==> config.mk <==
export PLATFORM = sky130hd
export DESIGN_NAME = pc_bpsk_corr
export DESIGN_NICKNAME = d
export VERILOG_FILES = /design/src/rtl/pc_corr_pkg.sv /design/src/rtl/pc_decim.sv /design/src/rtl/pc_code_reg.sv /design/src/rtl/pc_corr_line.sv /design/src/rtl/pc_gate_seq.sv /design/src/rtl/pc_bpsk_corr.sv
export SDC_FILE = /design/constraint.sdc
export NUM_CORES = 2
export LEC_CHECK = 0
export ABC_AREA = 1
export BUFFER_PORTS_ARGS = -buffer_cell sky130_fd_sc_hd__buf_4
export CORE_ASPECT_RATIO = 0.6
export CORE_MARGIN = 2
export CORE_UTILIZATION = 40
export DETAILED_ROUTE_END_ITERATION = 10
export GPL_ROUTABILITY_DRIVEN = 0
export PLACE_DENSITY_LB_ADDON = 0.1
export SYNTH_ARGS = -nofsm -noshare
export SYNTH_HDL_FRONTEND = slang
export SYNTH_HIERARCHICAL = 1
export SYNTH_SLANG_ARGS = --single-unit
==> constraint.sdc <==
create_clock -name clk_i -period 16 [get_ports clk_i]
set_clock_uncertainty 0.2 [all_clocks]
set_input_delay 0.8 -clock clk_i [delete_from_list [all_inputs] [get_ports clk_i]]
set_output_delay 0.8 -clock clk_i [all_outputs]
set_load 0.05 [all_outputs]
==> src/rtl/pc_corr_pkg.sv <==
package pc_corr_pkg;
  typedef enum logic [1:0] {ST_IDLE, ST_WAIT, ST_RUN} seq_st_e;

  function automatic int acc_width(int iq_w, int code_len);
    return iq_w + $clog2(code_len);
  endfunction
endpackage

==> src/rtl/pc_decim.sv <==
module pc_decim #(
  parameter int DEC  = 4,
  localparam int PH_W = $clog2(DEC)
) (
  input  logic            clk_i,
  input  logic            rst_ni,
  input  logic            clr_i,
  input  logic            en_i,
  input  logic [PH_W-1:0] phase_i,
  output logic            take_o
);
  logic [PH_W-1:0] cnt_q;

  always_ff @(posedge clk_i or negedge rst_ni) begin
    if (!rst_ni)     cnt_q <= '0;
    else if (clr_i)  cnt_q <= '0;
    else if (en_i)   cnt_q <= (cnt_q == PH_W'(DEC-1)) ? '0 : cnt_q + 1'b1;
  end

  assign take_o = en_i && (cnt_q == phase_i);

  // at most one symbol per DEC valid samples while phase is steady
  assert_decim_spacing_R4: assert property (@(posedge clk_i) disable iff (!rst_ni)
    take_o && !clr_i && $stable(phase_i) |=> !take_o || clr_i || !$stable(phase_i));
endmodule

==> src/rtl/pc_code_reg.sv <==
module pc_code_reg #(
  parameter int CODE_LEN = 31
) (
  input  logic                clk_i,
  input  logic                rst_ni,
  input  logic                load_i,
  input  logic                bit_i,
  output logic [CODE_LEN-1:0] code_o
);
  // earliest loaded bit ends in the top position (chip 0)
  always_ff @(posedge clk_i or negedge rst_ni) begin
    if (!rst_ni)     code_o <= '0;
    else if (load_i) code_o <= {code_o[CODE_LEN-2:0], bit_i};
  end
endmodule

==> src/rtl/pc_corr_line.sv <==
module pc_corr_line #(
  parameter int IQ_W     = 12,
  parameter int CODE_LEN = 31,
  parameter int ACC_W    = 17
) (
  input  logic                    clk_i,
  input  logic                    rst_ni,
  input  logic                    shift_i,
  input  logic signed [IQ_W-1:0]  din_i_i,
  input  logic signed [IQ_W-1:0]  din_q_i,
  input  logic [CODE_LEN-1:0]     code_i,
  output logic signed [ACC_W-1:0] sum_i_o,
  output logic signed [ACC_W-1:0] sum_q_o
);
  localparam int LIM = CODE_LEN * (2 ** (IQ_W - 1));

  logic signed [IQ_W-1:0]  dl_i [CODE_LEN];
  logic signed [IQ_W-1:0]  dl_q [CODE_LEN];
  logic signed [ACC_W-1:0] tap_i [CODE_LEN];
  logic signed [ACC_W-1:0] tap_q [CODE_LEN];

  // tap 0 newest; tap j lines up with code bit j
  always_ff @(posedge clk_i or negedge rst_ni) begin
    if (!rst_ni) begin
      for (int j = 0; j < CODE_LEN; j++) begin
        dl_i[j] <= '0;
        dl_q[j] <= '0;
      end
    end else if (shift_i) begin
      dl_i[0] <= din_i_i;
      dl_q[0] <= din_q_i;
      for (int j = 1; j < CODE_LEN; j++) begin
        dl_i[j] <= dl_i[j-1];
        dl_q[j] <= dl_q[j-1];
      end
    end
  end

  for (genvar j = 0; j < CODE_LEN; j++) begin : g_tap
    assign tap_i[j] = code_i[j] ? -ACC_W'(dl_i[j]) : ACC_W'(dl_i[j]);
    assign tap_q[j] = code_i[j] ? -ACC_W'(dl_q[j]) : ACC_W'(dl_q[j]);
  end

  always_comb begin
    sum_i_o = '0;
    sum_q_o = '0;
    for (int j = 0; j < CODE_LEN; j++) begin
      sum_i_o = sum_i_o + tap_i[j];
      sum_q_o = sum_q_o + tap_q[j];
    end
  end

  assert_no_overflow_R5: assert property (@(posedge clk_i) disable iff (!rst_ni)
    int'(sum_i_o) <= LIM && int'(sum_i_o) >= -LIM &&
    int'(sum_q_o) <= LIM && int'(sum_q_o) >= -LIM);
endmodule

==> src/rtl/pc_gate_seq.sv <==
module pc_gate_seq
  import pc_corr_pkg::*;
#(
  parameter int CODE_LEN  = 31,
  parameter int NUM_GATES = 64,
  localparam int CNT_W  = $clog2(NUM_GATES + CODE_LEN),
  localparam int GATE_W = $clog2(NUM_GATES)
) (
  input  logic              clk_i,
  input  logic              rst_ni,
  input  logic              pri_i,
  input  logic              tx_end_i,
  input  logic              sym_i,
  output logic              run_o,
  output logic              clr_o,
  output logic              emit_o,
  output logic [GATE_W-1:0] gate_o,
  output logic              last_o
);
  localparam logic [CNT_W-1:0] FILL = CNT_W'(CODE_LEN - 1);
  localparam logic [CNT_W-1:0] CMAX = CNT_W'(NUM_GATES + CODE_LEN - 1);

  seq_st_e          st_q;
  logic [CNT_W-1:0] cnt_q;

  assign run_o  = (st_q == ST_RUN) && !pri_i;
  assign clr_o  = pri_i || ((st_q == ST_WAIT) && tx_end_i);
  assign emit_o = run_o && sym_i && (cnt_q >= FILL);
  assign gate_o = GATE_W'(cnt_q - FILL);
  assign last_o = emit_o && (gate_o == GATE_W'(NUM_GATES - 1));

  always_ff @(posedge clk_i or negedge rst_ni) begin
    if (!rst_ni) begin
      st_q  <= ST_IDLE;
      cnt_q <= '0;
    end else if (pri_i) begin
      st_q  <= ST_WAIT;
      cnt_q <= '0;
    end else begin
      unique case (st_q)
        ST_WAIT: if (tx_end_i) begin
          st_q  <= ST_RUN;
          cnt_q <= '0;
        end
        ST_RUN: if (sym_i) begin
          cnt_q <= cnt_q + 1'b1;
          if (last_o) st_q <= ST_IDLE;
        end
        default: ;
      endcase
    end
  end

  assert_cnt_bound_R6: assert property (@(posedge clk_i) disable iff (!rst_ni)
    (st_q == ST_RUN) |-> (cnt_q < CMAX));
  assert_idle_after_last_R7: assert property (@(posedge clk_i) disable iff (!rst_ni)
    last_o |=> (st_q == ST_IDLE) || (st_q == ST_WAIT));
endmodule

==> src/rtl/pc_bpsk_corr.sv <==
module pc_bpsk_corr
  import pc_corr_pkg::*;
#(
  parameter int IQ_W      = 12,
  parameter int CODE_LEN  = 31,
  parameter int NUM_GATES = 64,
  parameter int DEC       = 4,
  localparam int ACC_W  = acc_width(IQ_W, CODE_LEN),
  localparam int GATE_W = $clog2(NUM_GATES),
  localparam int PH_W   = $clog2(DEC)
) (
  input  logic                    clk_i,
  input  logic                    rst_ni,
  input  logic                    pri_i,
  input  logic                    tx_end_i,
  input  logic [PH_W-1:0]         phase_i,
  input  logic                    smp_valid_i,
  input  logic signed [IQ_W-1:0]  smp_i_i,
  input  logic signed [IQ_W-1:0]  smp_q_i,
  input  logic                    code_load_i,
  input  logic                    code_bit_i,
  output logic                    res_valid_o,
  output logic signed [ACC_W-1:0] res_i_o,
  output logic signed [ACC_W-1:0] res_q_o,
  output logic [GATE_W-1:0]       res_gate_o,
  output logic                    res_last_o
);
  logic                    run, clr, take, emit, last;
  logic [GATE_W-1:0]       gate;
  logic [CODE_LEN-1:0]     code;
  logic signed [ACC_W-1:0] sum_i, sum_q;
  logic                    p_vld, p_last;
  logic [GATE_W-1:0]       p_gate;

  pc_gate_seq #(.CODE_LEN(CODE_LEN), .NUM_GATES(NUM_GATES)) u_seq (
    .clk_i, .rst_ni, .pri_i, .tx_end_i, .sym_i(take),
    .run_o(run), .clr_o(clr), .emit_o(emit), .gate_o(gate), .last_o(last)
  );

  pc_decim #(.DEC(DEC)) u_decim (
    .clk_i, .rst_ni, .clr_i(clr), .en_i(smp_valid_i && run),
    .phase_i, .take_o(take)
  );

  pc_code_reg #(.CODE_LEN(CODE_LEN)) u_code (
    .clk_i, .rst_ni, .load_i(code_load_i), .bit_i(code_bit_i), .code_o(code)
  );

  pc_corr_line #(.IQ_W(IQ_W), .CODE_LEN(CODE_LEN), .ACC_W(ACC_W)) u_line (
    .clk_i, .rst_ni, .shift_i(take), .din_i_i(smp_i_i), .din_q_i(smp_q_i),
    .code_i(code), .sum_i_o(sum_i), .sum_q_o(sum_q)
  );

  // stage 1 tags the symbol, stage 2 samples the settled sum
  always_ff @(posedge clk_i or negedge rst_ni) begin
    if (!rst_ni) begin
      p_vld       <= 1'b0;
      p_last      <= 1'b0;
      p_gate      <= '0;
      res_valid_o <= 1'b0;
      res_last_o  <= 1'b0;
      res_gate_o  <= '0;
      res_i_o     <= '0;
      res_q_o     <= '0;
    end else begin
      p_vld       <= emit;
      p_last      <= last;
      p_gate      <= gate;
      res_valid_o <= p_vld && !pri_i;
      res_last_o  <= p_vld && p_last && !pri_i;
      if (p_vld) begin
        res_gate_o <= p_gate;
        res_i_o    <= sum_i;
        res_q_o    <= sum_q;
      end
    end
  end

  assert_abort_drop_R8: assert property (@(posedge clk_i) disable iff (!rst_ni)
    pri_i |=> !res_valid_o);
  assert_gate_range_R6: assert property (@(posedge clk_i) disable iff (!rst_ni)
    res_valid_o |-> (res_gate_o <= GATE_W'(NUM_GATES - 1)));
  assert_last_only_final_R7: assert property (@(posedge clk_i) disable iff (!rst_ni)
    res_valid_o |-> (res_last_o == (res_gate_o == GATE_W'(NUM_GATES - 1))));
  assert_last_needs_valid_R7: assert property (@(posedge clk_i) disable iff (!rst_ni)
    res_last_o |-> res_valid_o);
endmodule

**Word-level counts from Yosys, hierarchy flattened**

Index checks and enable logic that the tools add are counted.

- Magnitude comparators: 1
- Multiplexer cells: 74
- Eq/ne operators: 8
- Reduce and logical (&&, ||, !) cells: 16
- Add/subtract/negate cells: 125

Operator list:

| operator | number |
|---|---|
| $mux 17 | 62 |
| $neg 12->17 | 62 |
| $add 17x17->17 | 60 |
| $mux 7 | 3 |
| $mux 2 | 7 |
| $pmux 7 s2 | 1 |
| $logic_and 1x1->1 | 10 |
| $add 7x1->7 const B | 1 |
| $ge 7x5->1 const B | 1 |
| $eq 6x6->1 const B | 1 |
| $ne 3x3->1 const B | 2 |
| $sub 6x5->6 const B | 1 |
| $eq 2x2->1 const B | 2 |
| $pmux 2 s2 | 1 |
| $reduce_and 4->1 | 1 |
| $ne 3x2->1 const B | 1 |
| $reduce_and 3->1 | 1 |
| $reduce_bool 3->1 | 1 |
| $add 2x1->2 const B | 1 |
| $eq 2x1->1 const B | 1 |
| $eq 2x2->1 | 1 |
| $reduce_bool 2->1 | 1 |
| $logic_not 1->1 | 1 |
| $logic_or 1x1->1 | 1 |

- Bits in registers: 836
- Word-level logic and storage cells: 298
- Bits of input ports: 33

**Logic depth before layout (Yosys ltp)**

- Word-level depth: 32
- Gate-level depth with buffers: 43
- Depth with buffers taken out: 43

**By module**

The synthesis kept the hierarchy.

By module, submodules not included:

| module | seq. area each (µm²) | times used | cells an instance | area each (µm²) |
|---|---|---|---|---|
| pc_corr_line | 18617.9 | 1 | 8174 | 68220.4 |
| pc_bpsk_corr | 1251.2 | 1 | 185 | 1859.3 |
| pc_code_reg | 775.7 | 1 | 131 | 1158.6 |
| pc_gate_seq | 225.2 | 1 | 100 | 685.7 |
| pc_decim | 50.0 | 1 | 21 | 138.9 |

**Worst setup path before layout**

OpenSTA, ideal clock, no wires.

- Path type: register -> register
- Start point: register u_code.code_o[24]
- End point: register res_q_o[16]
- Stages on the path, launching flop included: 37
- Data arrival time: 7.467 ns
- Path slack: 8.214 ns
- Cell sequence: dfrtp_1 -> buf_2 -> clkbuf_1 -> inv_1 -> clkbuf_1 -> nor2_1 -> xor2_1 -> fa_1 -> inv_1 -> fa_1 -> fa_1 -> inv_1 -> fa_1 -> inv_1 -> fa_1 -> fa_1 -> fa_1 -> inv_1 -> fa_1 -> inv_1 -> ha_1 -> inv_1 -> fa_1 -> nand3b_1 -> nand2_1 -> a21boi_2 -> o21ai_0 -> a21oi_1 -> o21ai_1 -> a21boi_0 -> o21bai_1 -> a21oi_1 -> inv_1 -> nand3_1 -> nand2_1 -> nand2_1 -> nand2_1

- Word-level cells in the longest chain between the ends: 8

Ends and longest elaborated chain:

| element | RTL line | text |
|---|---|---|
| start: declaration | pc_code_reg.sv:8 | `output logic [CODE_LEN-1:0] code_o` |
| start signal: assignment | pc_code_reg.sv:13 | `else if (load_i) code_o <= {code_o[CODE_LEN-2:0], bit_i};` |
| $mux 17 | pc_corr_line.sv:41 | `assign tap_q[j] = code_i[j] ? -ACC_W'(dl_q[j]) : ACC_W'(dl_q[j]);` |
| $add 17x17->17 (7 in series) | pc_corr_line.sv:49 | `sum_q_o = sum_q_o + tap_q[j];` |
| via sum_q[16] | pc_bpsk_corr.sv:31 | `logic signed [ACC_W-1:0] sum_i, sum_q;` |
| end signal: assignment | pc_bpsk_corr.sv:74 | `res_q_o <= sum_q;` |
| end: declaration | pc_bpsk_corr.sv:24 | `output logic signed [ACC_W-1:0] res_q_o,` |

The timed path passes the listed nets, and every way through them passes these cells.
A chain may end at the register's enable or synchronous reset.

**Worst setup path after layout**

- Start point: register u_code.code_o[10]
- End point: register res_q_o[13]

- Word-level cells in the longest chain between the ends: 22

Ends and longest elaborated chain:

| element | RTL line |
|---|---|
| $mux 17 | pc_corr_line.sv:41 |
| $add 17x17->17 (21 in series) | pc_corr_line.sv:49 |
| via sum_q[13] | pc_bpsk_corr.sv:31 |

The timed path passes the listed nets, and every way through them passes these cells.

==> run metrics <==
largest net degree at the start of global routing 245; number of global-route vias before repair 55425; io pins 75; Final Max Tran Viols 0; Sink Count 836; fin area 78100 um^2; critical path type reg2reg; FMAX 0.107 GHz; initial antenna violation count 2; met3 usage 11.8%; top cells by area, synth dfrtp_1 (29%), fa_1 (24%), inv_1 (9.1%), nand2_1 (8.8%), xor2_1 (7.6%); Synth top area share 29.0%; crit-path max FO 20; gate count of the mapped netlist 8611; core area 179000 um^2; Worst-path clk slew 0.06 ns; final std cells w/o fill 11012; post-layout min period 9.33 ns; Final setup viols 0; fin crit share 58.3%; sequential area share after synthesis 29.0%; first-pass GRT wire length 381 mm; Crit. Startpoint u_code/code_o[10]$_DFFE_PN0P_; Post-Syn Area 72100 um^2; total of max-cap violations 0; initial DRC count 6869; Post-DP Area 74800 um^2; Post-synth ARST share 100%; syn avg cell area 8.37 um^2; Worst setup SP type flop; drt first pass iters 6; outcome finished, final reports clean; Root Driver clkbuf_16; PortBufs 74; Die Height 333 um; setup tns final 0 ns; flops & latches, synth 836; Yosys cell types 54; Total GRT Usage 28.6%; CTS Buf Count 95; slew at the pin closest to its max-slew limit 1.33 ns; Synthesized Nets 9651; Routed WL 259 mm; Max Root-Sink Buffers 3; final hold vios 0; Initial Util 40.3%; HPWL Detailed 213 mm; ratio of cells with drive above 1 in the final layout 5.86%; number of synthesized flops with an enable pin 0; Fin Hold WS 0.0862 ns; Worst EP arrival 9.79 ns; RR Startpoint u_code/code_o[10]$_DFFE_PN0P_; Placed Cells 10837; CTS tree yes; grt ovf 0; WL/cell 23.6 um; Die Width 552 um; most numerous cell in the Yosys netlist inv_1; vias 56776; Post-synth top cells inv_1 (1743), nand2_1 (1680), fa_1 (876); met2 usage 32.8%; Syn-to-layout area delta 8.34%; CP max stage delay 0.83 ns; gr busiest metal met1; YS warnings 6; slowest CP cell dfrtp_1; Std-Cell Rows 120; DIE AREA 184000 um^2; Worst Path Required 16.46 ns; Skew-Pair Late Insertion Delay 0.73 ns; DRC 0; antenna-violating nets left 0; # H-tree levels 3; RSZ-0062 raised after global routing false; most area-hungry cell type in the Yosys netlist dfrtp_1; Main synth FF type dfrtp_1; nets 9596; CP endpoint kind flop; met1 GRT Util 48.1%; Post CTS Setup Buffer Count 0; path type of the worst min-delay path in2reg; vias per cell 5.16; Max transition margin 9.92%; hold path start smp_q_i[1]
cell families (layout without fill, tap and decap cells):
group,count (synthesis),in the layout,synth area share [%]
adder cells (fa/ha/maj),1007,1007,26.6
AO/OA/AOI/OAI,1212,1212,8.83
XOR/XNOR,654,654,7.95
multiplexers,13,13,0.203
flip-flops,836,836,29.0
AND/OR/NAND/NOR,2815,2815,16.4
buffers and inverters,2074,2095,11.0
other,0,1,0
area by class of cell:
type / count / area (um^2)
Sequential cell: 836 / 20900
Clock inverter: 48 / 637
Clock buffer: 125 / 2620
Timing Repair Buffer: 110 / 898
Multi-Input combinational cell: 5701 / 43200
Fill cell: 17974 / 101000
Tap cell: 2379 / 2980
Inverter: 1812 / 6810
Antenna cell: 1 / 2.50
critical path: cells and delay by family (launching register included):
family | cells | cell delay, ns
buf+inv | 9 | 1.07
compound gates | 8 | 1.58
simple gates | 3 | 0.37
flops | 1 | 0.83
fa+ha+maj | 9 | 4.57
xor+xnor | 2 | 0.64
path summary, 6_finish.rpt:
| check | slack (ns) | cells past startpoint | end |
|---|---|---|---|
| max in group asynchronous | 12.09 | 5 | res_i_o[4]$_DFFE_PN0P_ |
| max | 6.67 | 31 | res_q_o[13]$_DFFE_PN0P_ |
| max reg2reg | 6.67 | 31 | res_q_o[13]$_DFFE_PN0P_ |
| min reg2reg | 0.24 | 2 | res_gate_o[3]$_DFFE_PN0P_ |
| min in group asynchronous | 0.54 | 2 | u_line/dl_q[165]$_DFFE_PN0P_ |
| min | 0.09 | 3 | u_line/dl_q[361]$_DFFE_PN0P_ |
what timing repair did:
action                    CTS  global route
resized for setup           0             0
hold endpoints to repair   97             0
hold buffers                1             0
layer usage:
layer | part of all wire (%) | vias up
met5 | 0 | -
met4 | 1.2 | 0
met3 | 13 | 180
met2 | 34 | 2263
met1 | 52 | 28422
li1 | - | 25911
flip-flops by register name, summed over array words and instances (netlist names):
register       count
u_line/dl_i      372
u_line/dl_q      372
u_code/code_o     31
res_i_o           17
res_q_o           17
u_seq/cnt_q        7
p_gate             6
res_gate_o         6
u_decim/cnt_q      2
u_seq/st_q         2
p_last             1
p_vld              1
res_last_o         1
res_valid_o        1
layout by cell type (no fill, tap or decap), types with 8 or more instances in the layout:
cell type,instances
nand3b_1,13
nand2_1,1680
a21boi_0,19
mux2_2,13
o41ai_1,8
or2_2,10
clkbuf_16,96
nor2_1,590
nand3_2,17
a31oi_1,47
nor4_1,12
xor2_1,626
o31ai_1,27
nand2_2,49
bufinv_16,12
o21ai_0,822
ha_1,131
a21oi_1,247
dfrtp_1,835
nor3_2,14
clkbuf_1,18
buf_4,103
inv_1,1743
clkbuf_8,11
o21ai_1,12
nor2_4,10
nand3_1,198
o21ai_2,8
fa_1,876
nor2_2,39
clkinv_2,18
nor3_1,121
nand4_1,39
xnor2_1,28
inv_2,63
per-stage QoR:
| step | setup slack [ns] | utilization [%] |
|---|---|---|
| floorplan | 8.21 | - |
| global placement | 6.89 | 41.9 |
| detailed placement | 6.88 | 41.9 |
| CTS | 6.87 | 43.7 |
| global route | 6.22 | 43.7 |
| finish | 6.67 | 43.7 |
Power is not shown: default switching activity piles up to over one toggle a cycle in this logic, so the estimate is an artifact.
